--- config.mk ---
export PLATFORM = sky130hd
export DESIGN_NAME = halt_watch
export DESIGN_NICKNAME = d
export VERILOG_FILES = /design/src/rtl/halt_watch_pkg.sv /design/src/rtl/halt_match.sv /design/src/rtl/halt_latch.sv /design/src/rtl/halt_period.sv /design/src/rtl/halt_watch.sv
export SDC_FILE = /design/constraint.sdc
export NUM_CORES = 1
export LEC_CHECK = 0
export BUFFER_PORTS_ARGS = -buffer_cell sky130_fd_sc_hd__buf_4
export CAP_MARGIN = 20
export CORE_AREA = 2 2 61 63
export DETAILED_ROUTE_END_ITERATION = 7
export DIE_AREA = 0 0 63 65
export MAX_ROUTING_LAYER = met4
export PLACE_DENSITY_LB_ADDON = 0.25
export SLEW_MARGIN = 30
export SYNTH_ARGS = -nofsm -noshare
export SYNTH_HDL_FRONTEND = slang
export SYNTH_HIERARCHICAL = 1
export SYNTH_SLANG_ARGS = --single-unit
--- constraint.sdc ---
create_clock -name clk -period 2.4 [get_ports clk]
set_input_delay 0.12 -clock clk [delete_from_list [all_inputs] [get_ports clk]]
set_output_delay 0.12 -clock clk [all_outputs]
set_load 0.02 [all_outputs]
--- src/rtl/halt_watch_pkg.sv ---
package halt_watch_pkg;

    localparam int unsigned WORD_W = 32;

    // branch-if-equal r0,r0 with offset -1 (branch to itself)
    localparam logic [WORD_W-1:0] SELF_BRANCH_WORD = 32'h1000_FFFF;
    // jump-register through r31
    localparam logic [WORD_W-1:0] LINK_JUMP_WORD   = 32'h03E0_0008;

    typedef struct packed {
        logic halt;
    } flag_state_t;

endpackage

--- src/rtl/halt_match.sv ---
module halt_match
    import halt_watch_pkg::*;
#(
    parameter int unsigned DW = WORD_W
) (
    input  logic [DW-1:0] instr_i,
    input  logic [DW-1:0] link_i,
    output logic          hit_o
);

    logic self_branch;
    logic link_jump;
    logic link_zero;

    always_comb begin
        self_branch = (instr_i == DW'(SELF_BRANCH_WORD));
        link_jump   = (instr_i == DW'(LINK_JUMP_WORD));
        link_zero   = (link_i == '0);
        hit_o       = self_branch | (link_jump & link_zero);
    end

endmodule

--- src/rtl/halt_latch.sv ---
module halt_latch
    import halt_watch_pkg::*;
(
    input  logic clk,
    input  logic rst_n,
    input  logic step_i,
    input  logic hit_i,
    output logic halt_o,
    output logic halt_now_o,
    output logic commit_o
);

    flag_state_t st_d;
    flag_state_t st_q;
    logic        seen;

    always_comb begin
        st_d     = st_q;
        seen     = step_i & hit_i;
        if (seen) begin
            st_d.halt = 1'b1;
        end
        halt_now_o = st_q.halt | seen;
        commit_o   = step_i & ~st_q.halt & ~hit_i;
    end

    always_ff @(posedge clk or negedge rst_n) begin
        if (!rst_n) begin
            st_q <= '0;
        end else begin
            st_q <= st_d;
        end
    end

    assign halt_o = st_q.halt;

endmodule

--- src/rtl/halt_period.sv ---
module halt_period #(
    parameter int unsigned CNT_W = 8
) (
    input  logic             clk,
    input  logic             rst_n,
    input  logic             step_i,
    input  logic [CNT_W-1:0] period_i,
    input  logic             halt_now_i,
    output logic             rpt_valid_o,
    output logic             rpt_done_o
);

    localparam logic [CNT_W-1:0] ONE = CNT_W'(1);

    typedef struct packed {
        logic [CNT_W-1:0] cnt;
        logic             valid;
        logic             done;
    } per_state_t;

    per_state_t       st_d;
    per_state_t       st_q;
    logic [CNT_W-1:0] last;
    logic             wrap;

    always_comb begin
        st_d       = st_q;
        st_d.valid = 1'b0;
        st_d.done  = 1'b0;
        last       = (period_i <= ONE) ? '0 : (period_i - ONE);
        wrap       = (st_q.cnt >= last);
        if (step_i) begin
            if (wrap) begin
                st_d.cnt   = '0;
                st_d.valid = 1'b1;
                st_d.done  = halt_now_i;
            end else begin
                st_d.cnt = st_q.cnt + ONE;
            end
        end
    end

    always_ff @(posedge clk or negedge rst_n) begin
        if (!rst_n) begin
            st_q <= '0;
        end else begin
            st_q <= st_d;
        end
    end

    assign rpt_valid_o = st_q.valid;
    assign rpt_done_o  = st_q.done;

endmodule

--- src/rtl/halt_watch.sv ---
module halt_watch
    import halt_watch_pkg::*;
#(
    parameter int unsigned CNT_W = 8
) (
    input  logic              clk,
    input  logic              rst_n,
    input  logic              step_i,
    input  logic [WORD_W-1:0] instr_i,
    input  logic [WORD_W-1:0] link_i,
    input  logic [CNT_W-1:0]  period_i,
    output logic              commit_o,
    output logic              halt_o,
    output logic              rpt_valid_o,
    output logic              rpt_done_o
);

    logic hit;
    logic halt_now;

    halt_match #(.DW(WORD_W)) u_match (
        .instr_i (instr_i),
        .link_i  (link_i),
        .hit_o   (hit)
    );

    halt_latch u_latch (
        .clk        (clk),
        .rst_n      (rst_n),
        .step_i     (step_i),
        .hit_i      (hit),
        .halt_o     (halt_o),
        .halt_now_o (halt_now),
        .commit_o   (commit_o)
    );

    halt_period #(.CNT_W(CNT_W)) u_period (
        .clk         (clk),
        .rst_n       (rst_n),
        .step_i      (step_i),
        .period_i    (period_i),
        .halt_now_i  (halt_now),
        .rpt_valid_o (rpt_valid_o),
        .rpt_done_o  (rpt_done_o)
    );

endmodule

==> results of run 1 <==
flip-flops by register name, summed over array words and instances (netlist names):
register / flops
u_latch/halt_o: 1
u_period/rpt_done_o: 1
u_period/rpt_valid_o: 1
u_period/st_q: 8
layout make-up:
| class | count | area, µm² |
|---|---|---|
| fillers | 352 | 1567 |
| clock buffers | 4 | 26.28 |
| well taps | 48 | 60.06 |
| multi-input cells | 110 | 810.8 |
| flip-flops and latches | 11 | 275.3 |
| repair buffers | 95 | 726.9 |
| inverters | 8 | 30.03 |
routing by layer:
| metal | vias to the layer above | wire length [µm] | global-route usage |
|---|---|---|---|
| met5 | - | 0 | - |
| met4 | 0 | 27 | 0.04167 |
| met3 | 2 | 213 | 0.02778 |
| met2 | 57 | 1816 | 0.3324 |
| met1 | 635 | 1270 | 0.1917 |
| li1 | 693 | - | - |
cells in the final DEF, fill, tap and decap left out, types with 3 or more instances in the layout:
master	netlist	routed
a21oi_1	8	8
buf_4	0	91
buf_6	0	3
clkbuf_4	0	3
dfrtp_1	11	11
ha_1	11	10
inv_1	8	8
nand2_1	15	15
nand3_1	3	3
nand4_1	9	9
nor2_1	6	6
nor3_1	5	5
nor4_1	10	9
nor4_2	4	5
nor4b_1	4	4
xnor2_1	3	3
xor2_1	5	5
kinds of logic (layout without fill, tap and decap cells):
logic type,count (synthesis),count (layout),share of synthesized area
buffers and inverters,10,107,0.03473
DFF,11,11,0.2546
xor gates and xnor gates,8,8,0.06482
muxes,1,1,0.009260
adders and majority gates,11,11,0.1273
and+or+nand+nor,71,71,0.4039
AOI/OAI and AO/OA,19,19,0.1053
timing repair:
action / in CTS / in global routing
pin swaps: 4 / 1
buffers inserted: 2 / 0
gates cloned: 0 / 0
hold buffers: 1 / 0
endpoints found under the setup margin: 9 / 10
gates resized for setup: 5 / 4
hold endpoints to repair: 11 / 0
through the flow:
| step | cell area, µm² | TNS [ps] | hold WS (ps) | power, mW | std cells |
|---|---|---|---|---|---|
| floorplan | 1114 | -599.0 | -175.6 | 0.5624 | 131 |
| global placement | 1847 | -2922 | -38.42 | 0.7848 | 269 |
| detailed placement | 1847 | -3191 | -38.69 | 0.7966 | 269 |
| CTS | 1914 | -134.1 | 130.9 | 0.9498 | 276 |
| global route | 1929 | -1050 | 157.4 | 1.056 | 276 |
| finish | 1929 | -173.8 | 136.0 | 0.9624 | 276 |
worst register-to-register path, cell delays in order (launching register included):
cell and delay, ps:
dfrtp_1 410, inv_1 110, ha_4 260, and3_4 160, o21ai_2 50, a311o_1 360
nand2b_1 130, buf_4 140, and3_1 130
final timing paths:
| kind | startpoint | end |
|---|---|---|
| setup / recovery | period_i[5] | u_period/rpt_done_o |
| hold / removal | step_i | u_period/st_q[7] |
| setup reg to reg | u_period/st_q[2] | u_period/rpt_done_o |
| hold reg to reg | u_latch/halt_o | u_latch/halt_o |
| max in group asynchronous | rst_n | u_latch/halt_o |
| min in group asynchronous | rst_n | u_period/st_q[7] |
where the power goes:
| part | internal (mW) | switching (mW) | total (mW) |
|---|---|---|---|
| registers | 0.241 | 0.0742 | 0.315 |
| clock network | 0.0644 | 0.0647 | 0.129 |
| logic | 0.295 | 0.223 | 0.518 |
| total | 0.601 | 0.362 | 0.962 |
==> impl_metrics.tcl, run 1 <==
set metrics [dict create \
    violations "negative setup slack" \
    synth_area_leaders "dfrtp_1, ha_1, nor4_1, nand2_1, nand4_1" \
    crit_path_end_kind "flop" \
    antenna_found_initial 0 \
    seq_area_frac_synth 0.2546 \
    grt_remaining_overflow 0 \
    grt_max_degree 17 \
    hpwl_um 2866 \
    grt_pass1_wl_um 5754 \
    wl_um 3327 \
    synthCells 131 \
    num_rows 22 \
    area_growth_pct 78.47 \
    async_flop_share 1.000 \
    hp-class "in2reg" \
    finalMaxSlewViolations 0 \
    clk_latency_ps 270 \
    slowest_delay_ps 520 \
    wire_per_inst_um 12.05 \
    ioPinCount 79 \
    critPathKind "in2reg" \
    syn_area_per_cell_um2 8.252 \
    ant_nets 0 \
    grt_usage 0.1755 \
    clkSinkCount 11 \
    finalSetupViolations 9 \
    synth_common_cells "nand2_1, dfrtp_1, ha_1" \
    n_antenna_cell 0 \
    worstHoldPathCells 2 \
    synth_flop_cell "dfrtp_1" \
    synth_top_area_share 0.2546 \
    yosysMostFrequentCell "nand2_1" \
    nets 315 \
    synth-edff-count 0 \
    timing.slew.headroom 0.7377 \
    cts_tree "built" \
    maxCapViolCount 0 \
    setup_slack_ps -40.41 \
    die_area_um2 4095 \
    path_clk_slew_ps 70 \
    crit_buf_inv 2 \
    r2r_cells 8 \
    fin_crit_ps 2440 \
    worstPathRequired_ps 2610 \
    cts-root-buf "clkbuf_4" \
    post-place-ws_ps -398.9 \
    crit_arrival_ps 2650 \
    ys_warn_count 6 \
    clk_path_buf_depth 2 \
    grt_pass1_vias 1429 \
    clock_skew_ps 0.2153 \
    vdd_drop_max_mv 0.1999 \
    synth.distinct_cells 32 \
    post-route-util 0.5519 \
    port_buffers 78 \
    critPathMaxFanout 4 \
    path_cells "buf_6 > or4_4 > or4_4 > and2_4 > ha_4 > and3_4 > o21ai_2 > a311o_1 > nand2b_1 > buf_4 > and3_1" \
    crit_family "simple AND/OR/NAND/NOR gates" \
    routed-via-count 1387 \
    drt_iter0_drc 52 \
    status "finished, violations left" \
    postSynthRegisterBits 11 \
    tightestPinTransition_ps 388.0 \
    p_leak_nw 0.9421 \
    drc 0 \
    cpMostUsedCell "or4_4" \
    place.gp.congestion 0.7922 \
    core_um2 3496 \
    die_y_um 65 \
    die_w_um 63 \
    setup.worst_path.start_class "input port" \
    fmax_ghz 0.4098 \
    slowest_stage "or4_4" \
    syn_nets 217 \
    htreeDepth 1 \
    cts_buffers 3 \
    first_pass_iters 4 \
    viasPerCell 5.025 \
    final_layout_size_suffix_gt1_frac 0.4868 \
    ff2ff_setup_slack_ps 590 \
    crit_cells 11 \
    start_util 0.3092 \
    fin_crit_sh 1.017 \
    final-hold-violation-count 0 \
    grt_setup_unrepaired "true" \
    p_per_area_nw_per_um2 498.8 \
    synth.largest_area_cell "dfrtp_1" \
    synth_area_um2 1081 \
]
No activity file was read; power rests on OpenSTA's default activity.
==> inputs of run 2 (changes only) <==
==> constraint.sdc (replaced) <==
create_clock -name clk -period 3.05 [get_ports clk]
set_input_delay 0.1525 -clock clk [delete_from_list [all_inputs] [get_ports clk]]
set_output_delay 0.1525 -clock clk [all_outputs]
set_load 0.02 [all_outputs]
==> run 2 against run 1 <==
Against the previous run:
- largest power group unchanged
- utilization shrank 4.8 points
- the flow now finishes without violations
- largest cell class unchanged
- clock skew grew 4.4 ps
- critical endpoint is now u_period/st_q[5]
- critical path depth shrank 1
==> impl_metrics.tcl, run 2 (synthesis results as in run 1) <==
set metrics [dict create \
    status "completed" \
    die_w_um 63 \
    core_um2 3496 \
    final_area_um2 1763 \
    layout_common_cells "buf_4, nand2_1, dfrtp_1, ha_1, nor4_1" \
    ant_nets 0 \
    p_sw_uw 246.0 \
    place_area_um2 1727 \
    fmax_ghz 0.3692 \
    n_antenna_cell 0 \
    grt_pass1_wl_um 5347 \
    clk_path_buf_depth 2 \
    post-place-ws_ps 71.88 \
    drc 0 \
    grt_setup_unrepaired "false" \
    timing.setup.tns_ps 0 \
    grt_usage 0.1659 \
    final_cells 261 \
    finalMaxSlewViolations 0 \
    num_rows 22 \
    place.gp.congestion 0.8273 \
    cts_resized 0 \
    p_per_area_nw_per_um2 372.9 \
    crit_path_end_kind "flop" \
    grt_use_met1 0.1745 \
    clk_latency_ps 260 \
    fin_crit_ps 2709 \
    die_y_um 65 \
    setup_slack_ps 341.4 \
    regMostFlops "u_period/st_q" \
    p_clk_frac 0.143 \
    cts_tree "built" \
    first_pass_iters 4 \
    placedCellCount 256 \
    crit_arrival_ps 2830 \
    hold_slack_ps 186.6 \
    power_uw 657.4 \
    met3_usage 0.01910 \
    grt_max_degree 17 \
    layout_commonest_cell "buf_4" \
    vdd_drop_max_mv 0.1230 \
    critPathKind "in2reg" \
    final_layout_size_suffix_gt1_frac 0.4178 \
    fin_crit_sh 0.8881 \
    wire_per_inst_um 12.39 \
    port_buffers 78 \
    antenna_found_initial 0 \
    hpwl_um 2854 \
    critPathMaxFanout 9 \
    area_growth_pct 63.08 \
    p_int_uw 411.4 \
    path_cells "buf_4 > or4_1 > or4_4 > and2_4 > ha_1 > and3_1 > o21ai_0 > a311o_1 > nand2b_1 > o221ai_1" \
    nets 300 \
    routed-via-count 1285 \
    setup.worst_path.start_class "input port" \
    fillers 348 \
    path_clk_slew_ps 70 \
    finalSetupViolations 0 \
    power_frac_comb 0.488 \
    drt_iter0_drc 61 \
    largest_reg_flops 8 \
    grt_use_met2 0.3231 \
    p_leak_nw 0.8622 \
    grt_pass1_vias 1348 \
    maxCapViolCount 0 \
    swShare 0.3742 \
    slowest_delay_ps 550 \
    timing.slew.headroom 0.7832 \
    cts_buffers 3 \
    grt_remaining_overflow 0 \
    wl_um 3235 \
    final-hold-violation-count 0 \
    clkSinkCount 11 \
    die_area_um2 4095 \
    post-route-util 0.5043 \
    tightestPinTransition_ps 320.6 \
    seq_power_share 0.369 \
    top_usage_layer "met2" \
    cts-root-buf "clkbuf_4" \
    slowest_stage "or4_1" \
    clock_skew_ps 4.583 \
    postCtsSetupRepairBufs 0 \
    hp-class "in2reg" \
    htreeDepth 1 \
    ioPinCount 79 \
    start_util 0.3092 \
    viasPerCell 4.923 \
    worstPathRequired_ps 3170 \
]
run 2: cell count changes in the layout (fill, tap and decap cells not counted), sizes merged:
cell	previous run	this run
buf	94	79
run 2: path summary, 6_finish.rpt:
check	from	slack (ps)	end	cells past startpoint
setup / recovery	period_i[5]	340	u_period/st_q[5]	10
hold / removal	step_i	190	u_period/st_q[7]	2
setup reg to reg	u_period/st_q[2]	1110	u_period/st_q[5]	7
hold reg to reg	u_latch/halt_o	540	u_latch/halt_o	1
max in group asynchronous	rst_n	2640	u_period/rpt_valid_o	2
min in group asynchronous	rst_n	260	u_period/st_q[5]	2
run 2: final cells by class:
| cell class | count | area, µm² | share of cell area |
|---|---|---|---|
| inverter | 8 | 30.03 | 0.01703 |
| multi-input combinational | 110 | 768.2 | 0.4358 |
| timing repair buffer | 80 | 603.1 | 0.3421 |
| tap | 48 | 60.06 | 0.03407 |
| sequential | 11 | 275.3 | 0.1561 |
| clock buffer | 4 | 26.28 | 0.01490 |
run 2: repair_timing:
item,4_1_cts,5_1_grt
hold buffers,1,0
endpoints found under the setup margin,0,0
endpoints found under the hold margin,11,0
run 2: metal layers:
layer / part of all wire / vias up
met5: 0 / -
met4: 0 / 0
met3: 0.059 / 0
met2: 0.53 / 48
met1: 0.41 / 576
li1: - / 661
run 2: power groups by stage:
stage / registers, mW / clock network [mW] / logic, mW
floorplan: 0.234 / 0 / 0.185
global placement: 0.244 / 0 / 0.317
detailed placement: 0.245 / 0 / 0.318
CTS: 0.243 / 0.0999 / 0.322
global route: 0.247 / 0.110 / 0.370
finish: 0.243 / 0.0940 / 0.321
run 2: worst max-delay path: cells and delay by family:
family / cells / cell delay (ps)
AND/OR/NAND/NOR: 5 / 1660
AO/OA/AOI/OAI: 3 / 650
adder cells (fa/ha/maj): 1 / 260
buffers and inverters: 1 / 120
